**config.mk**
```make
export PLATFORM = sky130hd
export DESIGN_NAME = cadence_gate_ctrl
export DESIGN_NICKNAME = d
export VERILOG_FILES = /design/src/rtl/cadence_pkg.sv /design/src/rtl/cadence_phase_timer.sv /design/src/rtl/cadence_irq.sv /design/src/rtl/cadence_regs.sv /design/src/rtl/cadence_gate_ctrl.sv
export SDC_FILE = /design/constraint.sdc
export NUM_CORES = 1
export LEC_CHECK = 0
export BUFFER_PORTS_ARGS = -buffer_cell sky130_fd_sc_hd__buf_4
export CAP_MARGIN = 20
export CORE_MARGIN = 2
export CORE_UTILIZATION = 35
export DETAILED_ROUTE_END_ITERATION = 10
export GPL_TIMING_DRIVEN = 1
export PLACE_DENSITY_LB_ADDON = 0.1
export SLEW_MARGIN = 0
export SYNTH_ARGS = -nofsm -noshare
export SYNTH_HDL_FRONTEND = slang
export SYNTH_SLANG_ARGS = --single-unit
```
**constraint.sdc**
```tcl
create_clock -name clk -period 3.55 [get_ports clk]
set_input_delay 0.71 -clock clk [delete_from_list [all_inputs] [get_ports clk]]
set_output_delay 0.71 -clock clk [all_outputs]
set_load 0.02 [all_outputs]
```
**src/rtl/cadence_pkg.sv**
```systemverilog
package cadence_pkg;

   typedef enum logic {
      PH_ON  = 1'b0,
      PH_OFF = 1'b1
   } phase_e;

   localparam int REG_STRIDE   = 4;
   localparam int OFS_ON_DUR   = 0;
   localparam int OFS_OFF_DUR  = 1;
   localparam int OFS_CTRL     = 2;
   localparam int CTRL_W       = 2;
   localparam int CTRL_ON_BIT  = 0;
   localparam int CTRL_OFF_BIT = 1;

   // first address after the per-channel banks: interrupt enable, then status
   function automatic int glob_base(int nch);
      return nch * REG_STRIDE;
   endfunction

endpackage

```
**src/rtl/cadence_phase_timer.sv**
```systemverilog
module cadence_phase_timer
   import cadence_pkg::*;
#(
   parameter int DUR_W = 16
) (
   input  logic             clk,
   input  logic             rst_n,
   input  logic             en,
   input  logic             tick,
   input  logic             on_tmr_en,
   input  logic             off_tmr_en,
   input  logic [DUR_W-1:0] on_dur,
   input  logic [DUR_W-1:0] off_dur,
   output logic             gate,
   output logic             on_end,
   output logic             off_end
);

   phase_e           phase_q;
   logic [DUR_W-1:0] cnt_q;
   logic [DUR_W:0]   cnt_inc;
   logic [DUR_W-1:0] cur_dur;
   logic             cur_tmr_en;
   logic             expire;
   logic             step;

   always_comb begin
      cur_tmr_en = (phase_q == PH_ON) ? on_tmr_en : off_tmr_en;
      cur_dur    = (phase_q == PH_ON) ? on_dur : off_dur;
      cnt_inc    = {1'b0, cnt_q} + 1'b1;
      expire     = (cnt_inc >= {1'b0, cur_dur});
      step       = en && tick && cur_tmr_en;
   end

   assign on_end  = step && expire && (phase_q == PH_ON);
   assign off_end = step && expire && (phase_q == PH_OFF);
   assign gate    = en && (phase_q == PH_ON);

   always_ff @(posedge clk or negedge rst_n) begin
      if (!rst_n) begin
         phase_q <= PH_ON;
         cnt_q   <= '0;
      end else if (!en) begin
         phase_q <= PH_ON;
         cnt_q   <= '0;
      end else if (step) begin
         if (expire) begin
            phase_q <= (phase_q == PH_ON) ? PH_OFF : PH_ON;
            cnt_q   <= '0;
         end else begin
            cnt_q <= cnt_inc[DUR_W-1:0];
         end
      end
   end

   // a low enable leaves the channel reloaded in the on phase
   p_reload_r9: assert property (@(posedge clk) disable iff (!rst_n)
      !en |=> (phase_q == PH_ON && cnt_q == '0));

   // a rising enable opens the gate at once
   p_start_on_r2: assert property (@(posedge clk) disable iff (!rst_n)
      $rose(en) |-> gate);

   // without a tick, nothing moves
   p_no_tick_r3: assert property (@(posedge clk) disable iff (!rst_n)
      (en && !tick) |=> ($stable(phase_q) && $stable(cnt_q)));

   // a disabled timer holds its phase
   p_hold_on_r5: assert property (@(posedge clk) disable iff (!rst_n)
      (en && phase_q == PH_ON && !on_tmr_en) |=> (phase_q == PH_ON));
   p_hold_off_r5: assert property (@(posedge clk) disable iff (!rst_n)
      (en && phase_q == PH_OFF && !off_tmr_en) |=> (phase_q == PH_OFF));

endmodule

```
**src/rtl/cadence_irq.sv**
```systemverilog
module cadence_irq #(
   parameter int NEV = 4
) (
   input  logic           clk,
   input  logic           rst_n,
   input  logic [NEV-1:0] evt,
   input  logic [NEV-1:0] irq_en,
   input  logic [NEV-1:0] clr,
   output logic [NEV-1:0] status,
   output logic           irq
);

   logic [NEV-1:0] set_v;

   assign set_v = evt & irq_en;

   always_ff @(posedge clk or negedge rst_n) begin
      if (!rst_n) status <= '0;
      else        status <= (status & ~clr) | set_v;
   end

   assign irq = |status;

   for (genvar i = 0; i < NEV; i++) begin : g_chk
      // a masked or absent event never raises a flag
      p_set_needs_en_r6: assert property (@(posedge clk) disable iff (!rst_n)
         (!status[i] && !(evt[i] && irq_en[i])) |=> !status[i]);
      // a clear with no new event drops the flag
      p_clear_r7: assert property (@(posedge clk) disable iff (!rst_n)
         (clr[i] && !(evt[i] && irq_en[i])) |=> !status[i]);
      // a new event wins over a clear in the same cycle
      p_set_wins_r7: assert property (@(posedge clk) disable iff (!rst_n)
         (evt[i] && irq_en[i]) |=> status[i]);
   end

   // the line stays up until something is cleared
   p_irq_hold_r8: assert property (@(posedge clk) disable iff (!rst_n)
      (irq && clr == '0) |=> irq);
   // the line stays down until an unmasked event occurs
   p_irq_quiet_r8: assert property (@(posedge clk) disable iff (!rst_n)
      (!irq && set_v == '0) |=> !irq);

endmodule

```
**src/rtl/cadence_regs.sv**
```systemverilog
module cadence_regs
   import cadence_pkg::*;
#(
   parameter int NCH    = 2,
   parameter int DUR_W  = 16,
   parameter int DATA_W = 16,
   parameter int ADDR_W = 4,
   parameter int NEV    = 2 * NCH
) (
   input  logic                       clk,
   input  logic                       rst_n,
   input  logic                       wr_en,
   input  logic [ADDR_W-1:0]          wr_addr,
   input  logic [DATA_W-1:0]          wr_data,
   input  logic [ADDR_W-1:0]          rd_addr,
   output logic [DATA_W-1:0]          rd_data,
   input  logic [NEV-1:0]             status,
   output logic [NCH-1:0][DUR_W-1:0]  on_dur,
   output logic [NCH-1:0][DUR_W-1:0]  off_dur,
   output logic [NCH-1:0]             on_tmr_en,
   output logic [NCH-1:0]             off_tmr_en,
   output logic [NEV-1:0]             irq_en,
   output logic [NEV-1:0]             clr_mask
);

   localparam int IE_ADDR = glob_base(NCH);
   localparam int ST_ADDR = IE_ADDR + 1;

   logic [NCH-1:0][CTRL_W-1:0] ctrl_q;

   function automatic logic [ADDR_W-1:0] addr_of(int ch, int ofs);
      return ADDR_W'(ch * REG_STRIDE + ofs);
   endfunction

   always_ff @(posedge clk or negedge rst_n) begin
      if (!rst_n) begin
         on_dur  <= '0;
         off_dur <= '0;
         ctrl_q  <= '0;
         irq_en  <= '0;
      end else if (wr_en) begin
         for (int c = 0; c < NCH; c++) begin
            if (wr_addr == addr_of(c, OFS_ON_DUR))  on_dur[c]  <= wr_data[DUR_W-1:0];
            if (wr_addr == addr_of(c, OFS_OFF_DUR)) off_dur[c] <= wr_data[DUR_W-1:0];
            if (wr_addr == addr_of(c, OFS_CTRL))    ctrl_q[c]  <= wr_data[CTRL_W-1:0];
         end
         if (wr_addr == ADDR_W'(IE_ADDR)) irq_en <= wr_data[NEV-1:0];
      end
   end

   for (genvar c = 0; c < NCH; c++) begin : g_ctrl
      assign on_tmr_en[c]  = ctrl_q[c][CTRL_ON_BIT];
      assign off_tmr_en[c] = ctrl_q[c][CTRL_OFF_BIT];
   end

   assign clr_mask = (wr_en && wr_addr == ADDR_W'(ST_ADDR)) ? wr_data[NEV-1:0] : '0;

   always_comb begin
      rd_data = '0;
      for (int c = 0; c < NCH; c++) begin
         if (rd_addr == addr_of(c, OFS_ON_DUR))  rd_data = DATA_W'(on_dur[c]);
         if (rd_addr == addr_of(c, OFS_OFF_DUR)) rd_data = DATA_W'(off_dur[c]);
         if (rd_addr == addr_of(c, OFS_CTRL))    rd_data = DATA_W'(ctrl_q[c]);
      end
      if (rd_addr == ADDR_W'(IE_ADDR)) rd_data = DATA_W'(irq_en);
      if (rd_addr == ADDR_W'(ST_ADDR)) rd_data = DATA_W'(status);
   end

endmodule

```
**src/rtl/cadence_gate_ctrl.sv**
```systemverilog
module cadence_gate_ctrl
   import cadence_pkg::*;
#(
   parameter int NCH    = 2,
   parameter int DUR_W  = 16,
   parameter int DATA_W = 16,
   parameter int ADDR_W = 4
) (
   input  logic              clk,
   input  logic              rst_n,
   input  logic              wr_en,
   input  logic [ADDR_W-1:0] wr_addr,
   input  logic [DATA_W-1:0] wr_data,
   input  logic [ADDR_W-1:0] rd_addr,
   output logic [DATA_W-1:0] rd_data,
   input  logic [NCH-1:0]    osc_en,
   input  logic              tick,
   output logic [NCH-1:0]    gate,
   output logic              irq
);

   localparam int NEV       = 2 * NCH;
   localparam int MIN_ADDRW = $clog2(glob_base(NCH) + 2);

   // elaboration-time parameter checks
   if (NCH < 1)               begin : g_bad_nch  $error("NCH must be at least 1");         end
   if (DUR_W < 2)             begin : g_bad_dur  $error("DUR_W must be at least 2");       end
   if (DATA_W < DUR_W)        begin : g_bad_dw   $error("DATA_W must cover DUR_W");        end
   if (DATA_W < NEV)          begin : g_bad_ev   $error("DATA_W must cover all events");   end
   if (ADDR_W < MIN_ADDRW)    begin : g_bad_aw   $error("ADDR_W too small for the map");   end

   logic [NCH-1:0][DUR_W-1:0] on_dur;
   logic [NCH-1:0][DUR_W-1:0] off_dur;
   logic [NCH-1:0]            on_tmr_en;
   logic [NCH-1:0]            off_tmr_en;
   logic [NCH-1:0]            on_end;
   logic [NCH-1:0]            off_end;
   logic [NEV-1:0]            evt;
   logic [NEV-1:0]            irq_en;
   logic [NEV-1:0]            clr_mask;
   logic [NEV-1:0]            status;

   cadence_regs #(
      .NCH(NCH), .DUR_W(DUR_W), .DATA_W(DATA_W), .ADDR_W(ADDR_W), .NEV(NEV)
   ) u_regs (
      .clk(clk), .rst_n(rst_n),
      .wr_en(wr_en), .wr_addr(wr_addr), .wr_data(wr_data),
      .rd_addr(rd_addr), .rd_data(rd_data),
      .status(status),
      .on_dur(on_dur), .off_dur(off_dur),
      .on_tmr_en(on_tmr_en), .off_tmr_en(off_tmr_en),
      .irq_en(irq_en), .clr_mask(clr_mask)
   );

   for (genvar c = 0; c < NCH; c++) begin : g_ch
      cadence_phase_timer #(.DUR_W(DUR_W)) u_tmr (
         .clk(clk), .rst_n(rst_n),
         .en(osc_en[c]), .tick(tick),
         .on_tmr_en(on_tmr_en[c]), .off_tmr_en(off_tmr_en[c]),
         .on_dur(on_dur[c]), .off_dur(off_dur[c]),
         .gate(gate[c]), .on_end(on_end[c]), .off_end(off_end[c])
      );
      assign evt[2*c]   = on_end[c];
      assign evt[2*c+1] = off_end[c];
   end

   cadence_irq #(.NEV(NEV)) u_irq (
      .clk(clk), .rst_n(rst_n),
      .evt(evt), .irq_en(irq_en), .clr(clr_mask),
      .status(status), .irq(irq)
   );

   // nothing is gated or pending in the first cycle after reset
   p_reset_quiet_r1: assert property (@(posedge clk) disable iff (!rst_n)
      $rose(rst_n) |-> (!irq));

endmodule

```
==> impl_metrics.yaml, run 1 <==
status:
  status: "completed"
setup_path:
  path_class: "reg -> reg"
  cp.depth: 10
  endpoint: "g_ch[0].u_tmr.cnt_q[9]"
  worst_path_max_delay_cell: "or4_1"
  crit_start: "g_ch[0].u_tmr.cnt_q[0]"
  path_common_cell: "nand4_1"
  crit-reg2reg-capture: "g_ch[0].u_tmr.cnt_q[9]"
  r2r_cells: 10
  worstPathArrival_ps: 3570
  reg2reg_slack_ps: 230
  cp_top_family: "simple AND/OR/NAND/NOR gates"
  crit_chain: "ha_2, nand4_1, or4_1, xnor2_1, ha_1, and4_1, nand4_1, o21a_2, buf_4, a32o_1"
  critical_path_required_ps: 3800
  r2r-start: "g_ch[0].u_tmr.cnt_q[0]"
  crit_buf_inv: 1
  critPathLaunchType: "flip-flop"
  cp_slowest_stage_delay_ps: 620
  cp-end-kind: "flip-flop"
  worstPathMaxFanout: 6
drt:
  antenna_left: 0
  via_per_inst: 5.476
  vias: 5241
  firstDrtPassIters: 5
  wl_per_cell_microns: 19.60
  drc: 0
  drt_iter0_markers: 228
  finalWirelength_microns: 18750
hold_path:
  min_path_type: "in -> async"
floorplan:
  die_y_microns: 143.3
  initial_core_util: 0.3594
  num_io_pins: 49
  design.core.area_sq_um: 18890
  die_x_microns: 143.3
  die_area_sq_um: 20530
  rows: 50
yosys:
  synth_ff_type: "dfrtp_1"
  syn_area_sq_um: 6790
  syn_nets: 714
  synth_top_area_cell: "dfrtp_1"
  synth.distinct_cells: 66
  ys_warn_count: 0
  avgSynthCellArea_sq_um: 10.45
  netlist.area_leader.share: 0.4054
  synthTopCellsByArea: "dfrtp_1 (41%), mux2_2 (12%), ha_1 (6.3%), mux2i_1 (5.5%), nand2_1 (4.5%)"
  synth-edff-count: 0
  async_reset_ff_frac: 1.000
  yosys_register_bits: 110
  synthCells: 650
  yosysSeqAreaShare: 0.4054
finish:
  stdcell_area_sq_um: 7777
  n_antenna_cell: 0
  drive_gt1_frac: 0.2554
  nets: 756
  fillCellCount: 1878
  layout_commonest_cell: "dfrtp_1"
  mostFrequentLayoutCells: "dfrtp_1 (110), nand2_1 (82), mux2_2 (71), buf_4 (65), mux2i_1 (37)"
  areaGrowthSynthToFinish_pct: 14.54
job:
  cap_violations: 0
power_and_ir_drop:
  p_seq_frac: 0.471
  power.leakage_nw: 3.399
  power_switching_w: 0.001116
  peakVddDrop_mv: 0.2153
  power_frac_clock: 0.294
  sw_frac_of_total: 0.3225
  power-per-cell-area_nw_per_um2: 444.8
  intPower_w: 0.002344
  p_comb_frac: 0.235
timing:
  setup_viol: 0
  hold_viol_final: 0
  min_period_over_period: 0.9362
  fmax_mhz: 300.9
  relSlewSlack: 0.2359
  worst_pin_slew_ps: 1146
  min_period_ps: 3323
  rsz0062_at_grt: "false"
  slew_violations: 0
  timing.setup.tns_ps: 0
  finClkSkew_ps: 11.53
clock_tree:
  cts_made_buffers: 9
  cts_hold_buf: 0
  cts_setup_buffers: 0
  root_buffer: "clkbuf_16"
  htree_levels: 3
  clk_pin_slew_ps: 80
  cts.sinks: 110
  clock_path_buffers: 2
  cts_tree: "built"
  ctsResizeCount: 0
  clock_latency_ps: 360
global_route:
  grt_pass1_vias: 5473
  grt_pass1_wl_microns: 29720
  grt_overflow: 0
  antenna_found_initial: 0
  track_usage: 0.1905
  grt_max_degree: 63
placed_design:
  place_congestion: 0.8553
  port_buffers: 48
  dpl.hpwl_microns: 13680
  dpl-instance-area_sq_um: 7465
-- worst reg2reg max path, cell delays in order, from the launching register on --
cell and delay, ps:
dfrtp_1 450, ha_2 270, nand4_1 190, or4_1 620, xnor2_1 170, ha_1 320
and4_1 240, nand4_1 230, o21a_2 320, buf_4 170, a32o_1 250
-- worst min path at each step --
stage,start,cells after the start,endpoint
2_1_floorplan,rst_n,0,g_ch[0].u_tmr.cnt_q[0]
3_3_place_gp,u_regs.on_dur[2],2,u_regs.on_dur[2]
3_5_place_dp,u_regs.irq_en[2],2,u_regs.irq_en[2]
4_1_cts,rst_n,1,u_regs.on_dur[24]
5_1_grt,rst_n,1,u_regs.on_dur[13]
6_report,rst_n,1,g_ch[0].u_tmr.cnt_q[10]
-- kinds of logic after synthesis --
kind of cell | count (synthesis) | synth area share
fa+ha+maj | 34 | 0.06265
simple gates | 206 | 0.1550
flops | 110 | 0.4054
compound gates | 113 | 0.1347
xor+xnor | 28 | 0.03612
mux | 108 | 0.1723
buf+inv | 51 | 0.03390
-- layout make-up --
type	instances	area [sq um]	area share
multi-input combinational	489	3839	0.4936
tap	260	325.3	0.04183
inverter	16	60.06	0.007722
timing repair buffer	66	508.0	0.06532
clock inverter	6	53.80	0.006918
sequential	110	2753	0.3539
clock buffer	10	239.0	0.03073
-- per-layer routing --
metal / track usage / vias up / share of wire
li1: - / 2524 / -
met1: 0.2457 / 2589 / 0.46
met2: 0.3269 / 107 / 0.49
met3: 0.03689 / 21 / 0.039
met4: 0.05160 / 0 / 0.015
met5: 0 / - / 0
-- power groups by stage --
| stage | registers, W | clock network, W | logic, W |
|---|---|---|---|
| 4_1_cts | 0.00163 | 0.00106 | 0.000820 |
| 2_1_floorplan | 0.00158 | 0 | 0.000562 |
| 3_3_place_gp | 0.00164 | 0 | 0.000794 |
| 3_5_place_dp | 0.00165 | 0 | 0.000817 |
| 5_1_grt | 0.00166 | 0.00110 | 0.000900 |
| 6_report | 0.00163 | 0.00102 | 0.000813 |
-- per-stage QoR --
| step | worst slack [ps] | hold slack (ps) | util | std cells | power [W] |
|---|---|---|---|---|---|
| floorplan | 401.7 | 414.4 | - | 650 | 0.002146 |
| global placement | 248.3 | 491.6 | 0.3951 | 941 | 0.002433 |
| detailed placement | 126.9 | 504.2 | 0.3951 | 941 | 0.002468 |
| CTS | 65.03 | 499.6 | 0.4106 | 957 | 0.003502 |
| global route | 12.43 | 519.2 | 0.4117 | 957 | 0.003660 |
| finish | 226.6 | 465.1 | 0.4117 | 957 | 0.003459 |
-- Yosys cell counts (5+ instances only) --
cell / count
nor2_1: 16
xnor2_1: 15
a21oi_1: 16
mux2i_1: 37
nor3_1: 15
buf_4: 6
buf_2: 7
o31ai_1: 6
dfrtp_1: 110
inv_1: 16
nand2_1: 82
a222oi_1: 14
mux2_2: 71
nand3_1: 30
xor2_1: 13
nand2b_1: 5
and3_1: 9
ha_1: 34
o22ai_1: 8
o21ai_0: 18
a32o_1: 10
clkbuf_1: 17
nand4_1: 12
-- registers in the layout, indices dropped and copies added (netlist names) --
signal and count:
g_ch.u_tmr.cnt_q 32, g_ch.u_tmr.phase_q 2, u_irq.status 4, u_regs.irq_en 4
u_regs.off_dur 32, u_regs.off_tmr_en 2, u_regs.on_dur 32, u_regs.on_tmr_en 2
Note: power is estimated with default switching activity, not from simulation.
==> run 2, diff against run 1 <==
--- a/config.mk
+++ b/config.mk
@@ -7,7 +7,6 @@
 export LEC_CHECK = 0
 export BUFFER_PORTS_ARGS = -buffer_cell sky130_fd_sc_hd__buf_4
 export CAP_MARGIN = 20
-export CORE_MARGIN = 2
 export CORE_UTILIZATION = 35
 export DETAILED_ROUTE_END_ITERATION = 10
 export GPL_TIMING_DRIVEN = 1
==> constraint.sdc (replaced) <==
create_clock -name clk -period 3.55 [get_ports clk]
set_input_delay 1.065 -clock clk [delete_from_list [all_inputs] [get_ports clk]]
set_output_delay 1.065 -clock clk [all_outputs]
set_load 0.02 [all_outputs]
==> run 2 against run 1 <==
- clock skew is 2.6 ps lower
- combinational power increased by 0.5%
- setup slack worse by 94 ps
- global-route usage up 0.61 points
- first-iteration DRC count rose by 7.5%
- sequential share of layout area down 0.44 points
- sequential cell count unchanged
- clock power about the same
- die area shrank 2.8%
- final area rose by 1.3%
- worst hold slack gained 52 ps
- critical path type is now in -> out
- largest power group unchanged
==> impl_metrics.yaml, run 2 (same netlist as run 1, synthesis figures left out) <==
status:
  status: "completed"
global_route:
  grt_pass1_wl_microns: 29680
  antenna_found_initial: 0
  grt_max_degree: 50
  track_usage: 0.1966
  grt_overflow: 0
  grt_pass1_vias: 5330
clock_tree:
  cts.sinks: 110
  cts_made_buffers: 9
  clock_path_buffers: 2
  clk_pin_slew_ps: 70
  clock_latency_ps: 360
  root_buffer: "clkbuf_16"
  htree_levels: 3
  cts_tree: "built"
placed_design:
  place_congestion: 0.8783
  port_buffers: 48
  dpl.hpwl_microns: 13790
drt:
  wl_per_cell_microns: 19.09
  drt_iter0_markers: 245
  antenna_left: 0
  drc: 0
  finalWirelength_microns: 18460
  vias: 5209
  via_per_inst: 5.387
  firstDrtPassIters: 5
setup_path:
  worstPathArrival_ps: 2350
  cp_top_family: "simple AND/OR/NAND/NOR gates"
  r2r_cells: 11
  cp-end-kind: "primary output"
  crit_start: "rd_addr[1]"
  path_common_cell: "buf_4"
  crit_buf_inv: 3
  crit-reg2reg-capture: "g_ch[0].u_tmr.cnt_q[2]"
  cp_slowest_stage_delay_ps: 260
  worst_path_max_delay_cell: "buf_4"
  critPathLaunchType: "input pin"
  r2r-start: "g_ch[0].u_tmr.cnt_q[1]"
  reg2reg_slack_ps: 220
  crit_chain: "buf_4, nand2b_2, nor3_1, buf_4, a222oi_1, nand2_1, buf_4"
  worstPathMaxFanout: 12
  critical_path_required_ps: 2480
  path_class: "in -> out"
finish:
  drive_gt1_frac: 0.2631
  nets: 767
  layout_commonest_cell: "dfrtp_1"
  n_antenna_cell: 0
  mostFrequentLayoutCells: "dfrtp_1 (110), nand2_1 (82), buf_4 (74), mux2_2 (71), mux2i_1 (37)"
  reg_top3: "g_ch.u_tmr.cnt_q x32, u_regs.off_dur x32, u_regs.on_dur x32"
  areaGrowthSynthToFinish_pct: 15.98
timing:
  timing.setup.tns_ps: 0
  rsz0062_at_grt: "false"
  hold_viol_final: 0
  min_period_over_period: 0.9627
  min_period_ps: 3418
  worst_pin_slew_ps: 798.6
  slew_violations: 0
  finClkSkew_ps: 8.952
  setup_viol: 0
  relSlewSlack: 0.4676
  fmax_mhz: 292.6
power_and_ir_drop:
  peakVddDrop_mv: 0.2542
  power.leakage_nw: 3.455
  power-per-cell-area_nw_per_um2: 441.2
  power_w: 0.003474
hold_path:
  holdPathStages: 2
  hold_start: "u_irq.status[3]"
  min_to: "u_irq.status[3]"
  min_path_type: "reg -> reg"
floorplan:
  rows: 50
  initial_core_util: 0.3606
  die_x_microns: 141.3
  die_area_sq_um: 19960
  die_y_microns: 141.3
  design.core.area_sq_um: 18830
  num_io_pins: 49
job:
  cap_violations: 0
## run 2: worst max-delay path by stage
stage                      end  slack [ps]  cells past startpoint
6_report           rd_data[15]         130                      7
5_1_grt        u_irq.status[2]          40                     11
4_1_cts            rd_data[15]         110                      7
3_5_place_dp       rd_data[15]         110                      7
3_3_place_gp       rd_data[15]         130                      7
2_1_floorplan      rd_data[10]          60                      5
## run 2: timing repair
action | CTS | global route
setup endpoints to repair | 0 | 15
hold buffers | 0 | 0
gates resized for setup | 0 | 3
buffers inserted | 0 | 1
## run 2: cell type report
class	instances	area (sq um)
clock inverters	5	60.06
well taps	260	325.3
clock buffers	10	229.0
inverters	16	60.06
fillers	1819	10960
repair buffers	77	615.6
flip-flops and latches	110	2753
multi-input cells	489	3832
## run 2: report_power, final
part / switching (W) / total [W] / internal, W
sequential: 0.000182 / 0.00164 / 0.00145
combinational: 0.000426 / 0.000817 / 0.000391
clock: 0.000475 / 0.00102 / 0.000547
total: 0.00108 / 0.00347 / 0.00239
## run 2: stage by stage
step	worst slack (ps)	area, sq um	util	hold WS [ps]	instances
after floorplan	59.97	6790	-	460.6	650
after global placement	133.4	7565	0.4017	506.8	951
after detailed placement	110.5	7565	0.4017	505.7	951
after CTS	106.8	7854	0.4171	522.9	966
after global routing	39.36	7875	0.4182	552.5	967
final	132.3	7875	0.4182	516.6	967
## run 2: tightest hold or removal path, stage by stage, from the launching register on
cell and delay (ps):
dfrtp_1 370, nand2_1 60, o31ai_1 50
## run 2: layer usage
layer / GRT usage / wire, microns / vias up / share of wire
met5: 0 / 0 / - / 0
met4: 0.04291 / 141 / 0 / 0.0076
met3: 0.02902 / 547 / 8 / 0.030
met2: 0.3405 / 9147 / 79 / 0.50
met1: 0.2593 / 8627 / 2584 / 0.47
li1: - / - / 2538 / -
==> run 3, diff against run 2 <==
--- a/config.mk
+++ b/config.mk
@@ -6,11 +6,11 @@
 export NUM_CORES = 1
 export LEC_CHECK = 0
 export BUFFER_PORTS_ARGS = -buffer_cell sky130_fd_sc_hd__buf_4
-export CAP_MARGIN = 20
 export CORE_UTILIZATION = 35
 export DETAILED_ROUTE_END_ITERATION = 10
 export GPL_TIMING_DRIVEN = 1
 export PLACE_DENSITY_LB_ADDON = 0.1
+export RECOVER_POWER = 50
 export SLEW_MARGIN = 0
 export SYNTH_ARGS = -nofsm -noshare
 export SYNTH_HDL_FRONTEND = slang
==> run 3 against run 2 <==
- the flow now finishes with violations (capacitance limit, slew limit)
- non-clock buffer count is the same
- final cell count stayed put
- maximum frequency barely moved
- routed wire length barely moved
- clock skew hardly changed
- setup slack got worse by 3.3 ps
- register-to-register slack barely moved
- largest cell class unchanged
==> impl_metrics.yaml, run 3 (same netlist as run 1, synthesis figures left out) <==
status:
  status: "finished, violations left"
  failed_checks: "capacitance limit, slew limit"
setup_path:
  worstPathArrival_ps: 2360
  critPathLaunchType: "input pin"
  r2r-start: "g_ch[0].u_tmr.cnt_q[1]"
  cp.depth: 7
  crit_start: "rd_addr[1]"
  cp_top_family: "simple AND/OR/NAND/NOR gates"
  endpoint: "rd_data[15]"
  crit_chain: "buf_4, nand2b_2, nor3_1, buf_4, a222oi_1, nand2_1, buf_4"
  worst_path_max_delay_cell: "buf_4"
  cp_slowest_stage_delay_ps: 270
  reg2reg_slack_ps: 220
  path_class: "in -> out"
  r2r_cells: 11
  cp-end-kind: "primary output"
  worstPathMaxFanout: 12
  path_common_cell: "buf_4"
  critical_path_required_ps: 2480
  crit-reg2reg-capture: "g_ch[0].u_tmr.cnt_q[2]"
  crit_buf_inv: 3
placed_design:
  dpl.hpwl_microns: 13790
  dpl-instance-area_sq_um: 7565
  place_congestion: 0.8783
  post-place-ws_ps: 110.5
  port_buffers: 48
hold_path:
  holdPathStages: 2
  min_path_type: "reg -> reg"
clock_tree:
  cts_made_buffers: 9
  cts.sinks: 110
  cts_tree: "built"
  clock_path_buffers: 2
  htree_levels: 3
  clk_pin_slew_ps: 70
  root_buffer: "clkbuf_16"
  clock_latency_ps: 360
  cts_hold_buf: 0
timing:
  worst_pin_slew_ps: 2310
  fmax_mhz: 292.3
  finClkSkew_ps: 8.785
  rsz0062_at_grt: "false"
  hold_viol_final: 0
  slew_violations: 38
  min_period_over_period: 0.9637
  relSlewSlack: -0.5402
  timing.setup.tns_ps: 0
  whs_ps: 516.8
  setup_viol: 0
  min_period_ps: 3421
  setup_ws_ps: 129.0
drt:
  firstDrtPassIters: 5
  wl_per_cell_microns: 19.10
  drt_iter0_markers: 244
  finalWirelength_microns: 18470
  drc: 0
  antenna_left: 0
  via_per_inst: 5.385
  vias: 5207
finish:
  n_antenna_cell: 0
  multiInputGateArea_sq_um: 3832
  drive_gt1_frac: 0.2588
  stdcell_area_sq_um: 7861
  layout_commonest_cell: "dfrtp_1"
  post-route-util: 0.4175
  nets: 767
  areaGrowthSynthToFinish_pct: 15.77
  seq_area_sq_um: 2753
  fillCellCount: 1825
  mostFrequentLayoutCells: "dfrtp_1 (110), nand2_1 (82), mux2_2 (71), buf_4 (69), mux2i_1 (37)"
  reg_top3: "g_ch.u_tmr.cnt_q x32, u_regs.off_dur x32, u_regs.on_dur x32"
global_route:
  antenna_found_initial: 0
  grt_pass1_wl_microns: 29680
  grt_pass1_vias: 5330
  grt_overflow: 0
  grt_max_degree: 50
  track_usage: 0.1966
floorplan:
  die_area_sq_um: 19960
  rows: 50
  num_io_pins: 49
  die_x_microns: 141.3
  design.core.area_sq_um: 18830
  initial_core_util: 0.3606
  die_y_microns: 141.3
power_and_ir_drop:
  peakVddDrop_mv: 0.2543
  power-per-cell-area_nw_per_um2: 441.9
  power.leakage_nw: 3.444
job:
  cap_violations: 1
[run 3: layer usage]
layer  share of wire  track usage  wire length, microns  vias to the layer above
li1                -            -                     -                     2537
met1            0.47       0.2593                  8667                     2592
met2            0.49       0.3405                  9141                       70
met3           0.028      0.02902                   518                        8
met4          0.0076      0.04291                   141                        0
met5               0            0                     0                        -
[run 3: tightest hold or removal path: stages (launching register included)]
cell and delay [ps]:
dfrtp_1 370, nand2_1 60, o31ai_1 50
[run 3: layout make-up]
type / count / area share
clock buffer: 10 / 0.02913
multi-input combinational: 489 / 0.4875
tap: 260 / 0.04138
inverter: 16 / 0.007640
clock inverter: 5 / 0.007640
sequential: 110 / 0.3502
timing repair buffer: 77 / 0.07656
[run 3: how the worst min path moves through the flow]
stage,startpoint,endpoint,slack [ps]
4_1_cts,u_irq.status[3],u_irq.status[3],520
3_5_place_dp,u_irq.status[3],u_irq.status[3],510
3_3_place_gp,u_regs.on_dur[2],u_regs.on_dur[2],510
2_1_floorplan,u_irq.status[3],u_irq.status[3],460
6_report,u_irq.status[3],u_irq.status[3],520
5_1_grt,u_regs.on_dur[4],u_regs.on_dur[4],550
[run 3: stage by stage]
step                power, W  cells
floorplan           0.002146    650
global placement    0.002450    951
detailed placement  0.002484    951
CTS                 0.003519    966
global route        0.003681    967
finish              0.003474    967
[run 3: timing repair]
| action | in CTS | in global routing |
|---|---|---|
| buffers inserted | 0 | 1 |
| setup endpoints to repair | 0 | 15 |
| gates resized for setup | 0 | 3 |
[run 3: power by group]
part / switching [W] / internal (W) / total [W]
logic: 0.000426 / 0.000390 / 0.000816
clock network: 0.000476 / 0.000547 / 0.00102
registers: 0.000182 / 0.00145 / 0.00164
total: 0.00108 / 0.00239 / 0.00347
